<file path="src/rtl/hyst_heater_pkg.sv">
package hyst_heater_pkg;

    // Half-width of the dead band, in temperature units.
    localparam int unsigned BAND_HALF = 2;

    typedef enum logic [1:0] {
        CMD_HOLD = 2'd0,
        CMD_ON   = 2'd1,
        CMD_OFF  = 2'd2
    } heat_cmd_t;

    typedef struct packed {
        logic low_hit;   // reading at or below lower threshold
        logic high_hit;  // reading at or above upper threshold
    } band_flags_t;

    // Switch-on wins over switch-off when both flags are raised.
    function automatic heat_cmd_t pick_cmd(input band_flags_t f);
        if (f.low_hit)
            return CMD_ON;
        else if (f.high_hit)
            return CMD_OFF;
        else
            return CMD_HOLD;
    endfunction

    function automatic logic next_heat(input heat_cmd_t c, input logic cur);
        case (c)
            CMD_ON:  return 1'b1;
            CMD_OFF: return 1'b0;
            default: return cur;
        endcase
    endfunction

endpackage

</file>
<file path="src/rtl/band_limits.sv">
module band_limits
    import hyst_heater_pkg::*;
#(
    parameter int unsigned W = 12
) (
    input  logic signed [W-1:0] setpoint,
    output logic signed [W:0]   lo_lim,
    output logic signed [W:0]   hi_lim
);
    localparam int unsigned WX = W + 1;

    logic signed [WX-1:0] sp_wide;
    logic signed [WX-1:0] half;

    always_comb begin
        sp_wide = {setpoint[W-1], setpoint};
        half    = WX'(BAND_HALF);
        lo_lim  = sp_wide - half;
        hi_lim  = sp_wide + half;
    end

endmodule

</file>
<file path="src/rtl/band_compare.sv">
module band_compare
    import hyst_heater_pkg::*;
#(
    parameter int unsigned W = 12
) (
    input  logic signed [W-1:0] measured,
    input  logic signed [W:0]   lo_lim,
    input  logic signed [W:0]   hi_lim,
    output band_flags_t         flags
);
    logic signed [W:0] meas_wide;

    always_comb begin
        meas_wide      = {measured[W-1], measured};
        flags.low_hit  = (meas_wide <= lo_lim);
        flags.high_hit = (meas_wide >= hi_lim);
    end

endmodule

</file>
<file path="src/rtl/heat_state.sv">
module heat_state
    import hyst_heater_pkg::*;
(
    input  logic        clk,
    input  logic        rst,
    input  band_flags_t flags,
    output logic        heat_q
);
    heat_cmd_t cmd;

    always_comb cmd = pick_cmd(flags);

    always_ff @(posedge clk) begin
        if (rst)
            heat_q <= 1'b0;
        else
            heat_q <= next_heat(cmd, heat_q);
    end

    // with no flag raised the register keeps its value
    a_r4_hold_in_band: assert property (@(posedge clk) disable iff (rst)
        (!flags.low_hit && !flags.high_hit) |=> $stable(heat_q));

endmodule

</file>
<file path="src/rtl/hyst_heater_ctrl.sv">
module hyst_heater_ctrl
    import hyst_heater_pkg::*;
#(
    parameter int unsigned W = 12
) (
    input  logic                clk,
    input  logic                rst,
    input  logic signed [W-1:0] setpoint,
    input  logic signed [W-1:0] measured,
    output logic                heater_on
);
    logic signed [W:0] lo_lim;
    logic signed [W:0] hi_lim;
    band_flags_t       flags;

    band_limits #(.W(W)) limits_i (
        .setpoint (setpoint),
        .lo_lim   (lo_lim),
        .hi_lim   (hi_lim)
    );

    band_compare #(.W(W)) compare_i (
        .measured (measured),
        .lo_lim   (lo_lim),
        .hi_lim   (hi_lim),
        .flags    (flags)
    );

    heat_state state_i (
        .clk    (clk),
        .rst    (rst),
        .flags  (flags),
        .heat_q (heater_on)
    );

    // Port-level reference thresholds, formed independently of the limit unit
    logic signed [W+1:0] ref_meas;
    logic signed [W+1:0] ref_sp;

    always_comb begin
        ref_meas = {{2{measured[W-1]}}, measured};
        ref_sp   = {{2{setpoint[W-1]}}, setpoint};
    end

    // an edge with reset asserted leaves the heater off
    a_r1_reset_clears: assert property (@(posedge clk)
        rst |=> !heater_on);

    // switch-on condition seen one edge later
    a_r2_turn_on: assert property (@(posedge clk) disable iff (rst)
        (ref_meas + 2 <= ref_sp) |=> heater_on);

    // switch-off condition seen one edge later
    a_r3_turn_off: assert property (@(posedge clk) disable iff (rst)
        (ref_meas >= ref_sp + 2) |=> !heater_on);

    // strictly inside the band the output does not move
    a_r4_no_toggle: assert property (@(posedge clk) disable iff (rst)
        ((ref_meas + 2 > ref_sp) && (ref_meas < ref_sp + 2)) |=> $stable(heater_on));

endmodule

</file>
<file path="config.mk">
export PLATFORM = sky130hd
export DESIGN_NAME = hyst_heater_ctrl
export DESIGN_NICKNAME = d
export VERILOG_FILES = /design/src/rtl/hyst_heater_pkg.sv /design/src/rtl/band_limits.sv /design/src/rtl/band_compare.sv /design/src/rtl/heat_state.sv /design/src/rtl/hyst_heater_ctrl.sv
export SDC_FILE = /design/constraint.sdc
export NUM_CORES = 1
export LEC_CHECK = 0
export CORE_MARGIN = 2
export CORE_UTILIZATION = 45
export DETAILED_ROUTE_END_ITERATION = 16
export PLACE_DENSITY = 0.81
export SLEW_MARGIN = 20
export SYNTH_ARGS = -nofsm -noshare
export SYNTH_HDL_FRONTEND = slang
export SYNTH_SLANG_ARGS = --single-unit
</file>
<file path="constraint.sdc">
create_clock -name clk -period 5.5 [get_ports clk]
set_input_delay 1.1 -clock clk [delete_from_list [all_inputs] [get_ports clk]]
set_output_delay 1.1 -clock clk [all_outputs]
set_load 0.02 [all_outputs]
</file>
; ---- Yosys cells after proc, flatten, opt, wreduce, memory -nomap -nowiden
; Cells that the tools add are included.
; W data, S select, Z words.
[word_totals]
register_bits = 1
in_bits = 26
out_inout_bits = 1
[op_classes]
mux = 3
eq_ne = 2
n_reduce_logical = 1
order_cmp = 2
n_addsub = 2
[ops]
columns = cell, n
row1 = $add A12 B3 Y13 const B, 1
row2 = $ge A12 B13 Y1, 1
row3 = $le A12 B13 Y1, 1
row4 = $sub A12 B3 Y13 const B, 1
row5 = $mux W2, 2
row6 = $eq A2 B1 Y1 const B, 1
row7 = $eq A2 B2 Y1 const B, 1
row8 = $pmux W1 S2, 1
row9 = $reduce_bool A2 Y1, 1

; ---- Depth between registers and ports, before layout
[logic_depth]
word_depth = 6
depth_mapped = 12
depth_no_buf = 12

; ---- Hierarchy
; From an unflattened synthesis, not the netlist that was laid out.
[hier_totals]
cells_unflattened = 157
hier_area_um2 = 1143.6
[by_module_without_submodules]
columns = module, n_inst, cells_per_inst, seq_area_each_um2, area_per_inst_um2
row1 = band_compare, 1, 93, 0.0, 679.4
row2 = band_limits, 1, 60, 0.0, 425.4
row3 = heat_state, 1, 4, 20.0, 38.8

; ---- Worst setup path before layout
; OpenSTA, ideal clock, no wires.
[synth_path]
kind = input -> register
from = in setpoint[3]
to = reg state_i.heat_q
arrival_time_ps = 3538
n_path_buf = 1
stages = 12
setup_time_ps = 77
required_ps = 5423
slack_ps = 1885
path_cell_list = clkbuf_1 and3_1 and3_1 nand3_1 xor2_1 ha_1 and4_4 nand4_2 a31oi_1 o41a_1 or3_1 a41oi_2
[synth_between]
elab_chain_len = 6
[synth_lines]
columns = item, line_no
row1 = from (decl), hyst_heater_ctrl.sv:8  ; input logic signed [W-1:0] setpoint,
row2 = $add A12 B3 Y13, band_limits.sv:19  ; hi_lim = sp_wide + half;
row3 = $ge A12 B13 Y1, band_compare.sv:16  ; flags.high_hit = (meas_wide >= hi_lim);
row4 = $mux W2, hyst_heater_pkg.sv:21  ; else if (f.high_hit)
row5 = $mux W2 (*), hyst_heater_pkg.sv:19  ; if (f.low_hit)
row6 = $eq A2 B2 Y1 or $eq A2 B1 Y1 (tied branches), hyst_heater_pkg.sv:28  ; case (c)
row7 = $pmux W1 S2 or $reduce_bool A2 Y1 (tied branches), --
row8 = to (signal assigned), heat_state.sv:17  ; heat_q <= next_heat(cmd, heat_q);
row9 = to (decl), heat_state.sv:7  ; output logic heat_q
; Every way passes the cells marked *; elsewhere a longest branch is shown, timed or not.
; A chain may end at the register's enable or synchronous reset.

; ---- Worst setup path after layout
[layout_path]
from = in setpoint[1]
to = reg state_i.heat_q
; The elaborated chain is that of the path after synthesis.

==> summary.txt <==
Floorplan
  • Chip height: 49.7 um
  • Row cnt: 16
  • Starting density of the core: a little under half
  • Die width: roughly 50 um
  • Core area: just under 0.002 mm^2
  • Die ar.: approximately 0.0025 mm^2
  • # IOs: 27

Global routing
  • Initial antenna violation count: 0
  • Most Used Layer, Global Route: met2
  • Global-route wire length before repair: a little under 4000 um
  • GRT Overall Usage: 19.5%
  • Vias in the first global route: a little over 900
  • GRT overflow: 0
  • Met3 usage: approximately 1.5%
  • GR Util met2: between 30% and 40%
  • GR Util met1: about a quarter
  • Largest net degree at the start of global routing: 10

Clock tree
  • Clock Pin Slew Worst Setup and Hold Paths: 0 ps
  • Clock latency on the worst-skew pair: 0 ps
  • Postcts setup bufs: 0
  • Post_cts resized: 0
  • Hold Buf Count CTS: 0

Synthesis
  • XOR/XNOR share of the synthesized area: between 10% and 20%
  • Sequential-to-total area share from yosys stat: under 10%
  • Largest cells by area after synthesis: ha_1, xor2_1, xnor2_1
  • Area share of the largest cell type after synthesis: roughly 35%
  • Synth Instances: about 120
  • Main combinational cell family by area after synthesis: adder cells
  • Post-Synth Simple-Gate Area: around 29%
  • Synthesized Nets: between 150 and 200
  • Top_reg_cell synth: dfxtp_1
  • Cell accounting for the most synthesized area: ha_1
  • Number of flops mapped to enable cells by yosys: 0
  • Top post-synthesis cells by count: ha_1, nand3_1, xor2_1
  • Asr flop ratio synth: 0%
  • Synth cell types: 34
  • Mux cell area share after synthesis: 0%
  • Synth Warn #: 0
  • Synthesized area per cell: between 7 and 8 um^2
  • Most frequent cell after synthesis: ha_1
  • Post-Synth Adder-Cell Area: around a third
  • Post-synthesis compound-gate area fraction: between 15 and 20%
  • Mapped cell area: 940 um^2
  • #FFs+latches synth: 1

Setup path
  • Worst Setup End Kind: register
  • Critical path launch point type: primary input
  • Critical path's slowest cell: clkdlybuf4s50_1
  • Most used cell, CP: ha_1
  • CP startpoint: setpoint[1]
  • Worst R2R End: state_i.heat_q$_SDFFE_PP0P_
  • Setup CP Type: primary input to register
  • Worst Path Required: between 5000 and 6000 ps
  • CP Cell Sequence: clkdlybuf4s50_1, ha_1, and3_1, nand3_1, xor2_1, ha_1, and4_4, nand4_2, a31oi_1, o41a_1, or3_1, a41oi_2
  • Crit path max fanout: 9
  • Worst reg2reg startpoint: state_i.heat_q$_SDFFE_PP0P_
  • Crit-path leading delay family: simple AND/OR/NAND/NOR gates
  • Critical Path Stages: 12
  • CP bufs+invs: 1
  • Worst Path Arrival: roughly 4200 ps
  • Worst path max stage delay: between 600 and 700 ps
  • R2r setup slk: about 4500 ps
  • Worst reg-to-reg path cell count: 3
  • Critical path destination: state_i.heat_q$_SDFFE_PP0P_

Drt
  • Initial DRC count: 27
  • Post-Route WL: ~2200 um
  • Via Count: 960
  • Post-DR vias/cell: around 5.7
  • DRT antenna net count: 0
  • Pre-Repair DR Iteration Count: 4
  • # DRC: 0
  • WL per Instance: roughly 13 um

Worst hold path
  • Hold crit path type: register to register
  • Worst Hold Launch: state_i.heat_q$_SDFFE_PP0P_

Final layout
  • Non-Filler Instances: around 170
  • Final core utilization: 62.3%
  • Ant. Diodes: 0
  • Layout cells sized above 1: approximately 4.3%
  • Top reg by flops: state_i.heat_q
  • Area grow syn2layout: 30.1%
  • Biggest regs: state_i.heat_q: 1 flops
  • Max FFs per register: 1
  • Layout net count: around 200
  • Fillers: roughly 180

Placement
  • Placed Instances: 168
  • PortBufs: 26
  • DP HPWL: a little under 2000 um
  • RD Place Congestion: between 0.8 and 0.9
  • Pre-CTS setup slack: approximately 1300 ps

Power and ir drop
  • Maximum vdd drop: a little under 0.00006 V
  • P_leak: ~0.51 nW
  • PwrDens: between 70 and 80 mW/mm^2

STA
  • Setup TNS Final: 0 ps
  • Clk_skew: 0 ps
  • Rel. slew slack: between 70% and 80%
  • Final Max Tran Viols: 0
  • Worst-margin pin slew: 397 ps
  • Crit path setup slack, layout: 1270 ps
  • Tmin final: between 4000 and 5000 ps
  • Final Setup Violations: 0
  • RSZ-0062 raised after global routing: false
  • Final Hold Fails: 0
  • Final period utilization: between 70% and 80%
  • Fmax: 236 MHz

Outcome
  • Outcome: completed

Run
  • Max-cap viol count: 0
metal layers:
layer,up-vias,wire length (um)
li1,492,-
met1,442,1030
met2,22,1070
met3,4,75
met4,0,31
met5,-,0
cells in the final DEF (no fill, tap or decap), drive strengths merged, types with 4 or more instances in the layout:
master / instances
a21oi: 7
and3: 5
clkdlybuf4s50: 26
ha: 26
inv: 4
nand2: 9
nand3: 13
nor3: 4
xnor2: 8
xor2: 10
kinds of logic (layout without fill, tap and decap cells):
logic type	count (synthesis)	count (layout)
buffers and inverters	7	30
xor gates and xnor gates	18	18
AOI/OAI and AO/OA	19	19
adders and majority gates	26	26
DFF	1	1
and+or+nand+nor	47	47
worst register-to-register path, stage by stage, from the launching register on:
cell     delay, ps
dfxtp_1        310
o31ai_1         60
or3_1          380
a41oi_2        190
metrics by stage:
step / cell area, um^2 / hold slack, ps / total power, mW
6_report: 1220 / 616 / 0.0961
4_1_cts: 1220 / 620 / 0.0961
3_3_place_gp: 1220 / 624 / 0.0929
5_1_grt: 1220 / 678 / 0.108
2_1_floorplan: 940 / 688 / 0.0592
3_5_place_dp: 1220 / 617 / 0.0955
power by group:
part,switching [mW],internal [mW]
combinational,0.0418,0.0457
clock,0,0
sequential,0.000411,0.00824
how the worst min path moves through the flow:
stage,end,slack (ps),depth (start not counted)
after floorplan,state_i.heat_q$_SDFFE_PP0P_,690,3
after global placement,state_i.heat_q$_SDFFE_PP0P_,620,3
after detailed placement,state_i.heat_q$_SDFFE_PP0P_,620,3
after CTS,state_i.heat_q$_SDFFE_PP0P_,620,3
after global routing,state_i.heat_q$_SDFFE_PP0P_,680,3
final,state_i.heat_q$_SDFFE_PP0P_,620,3
final cells by class:
cell class	count	area, um^2	share of cell area [%]
Inverter	4	15.0	1.23
Tap cell	27	33.8	2.76
Multi-Input combinational cell	110	893	73.1
Sequential cell	1	20.0	1.64
Timing Repair Buffer	26	260	21.3
No activity file was read; power rests on OpenSTA's default activity.
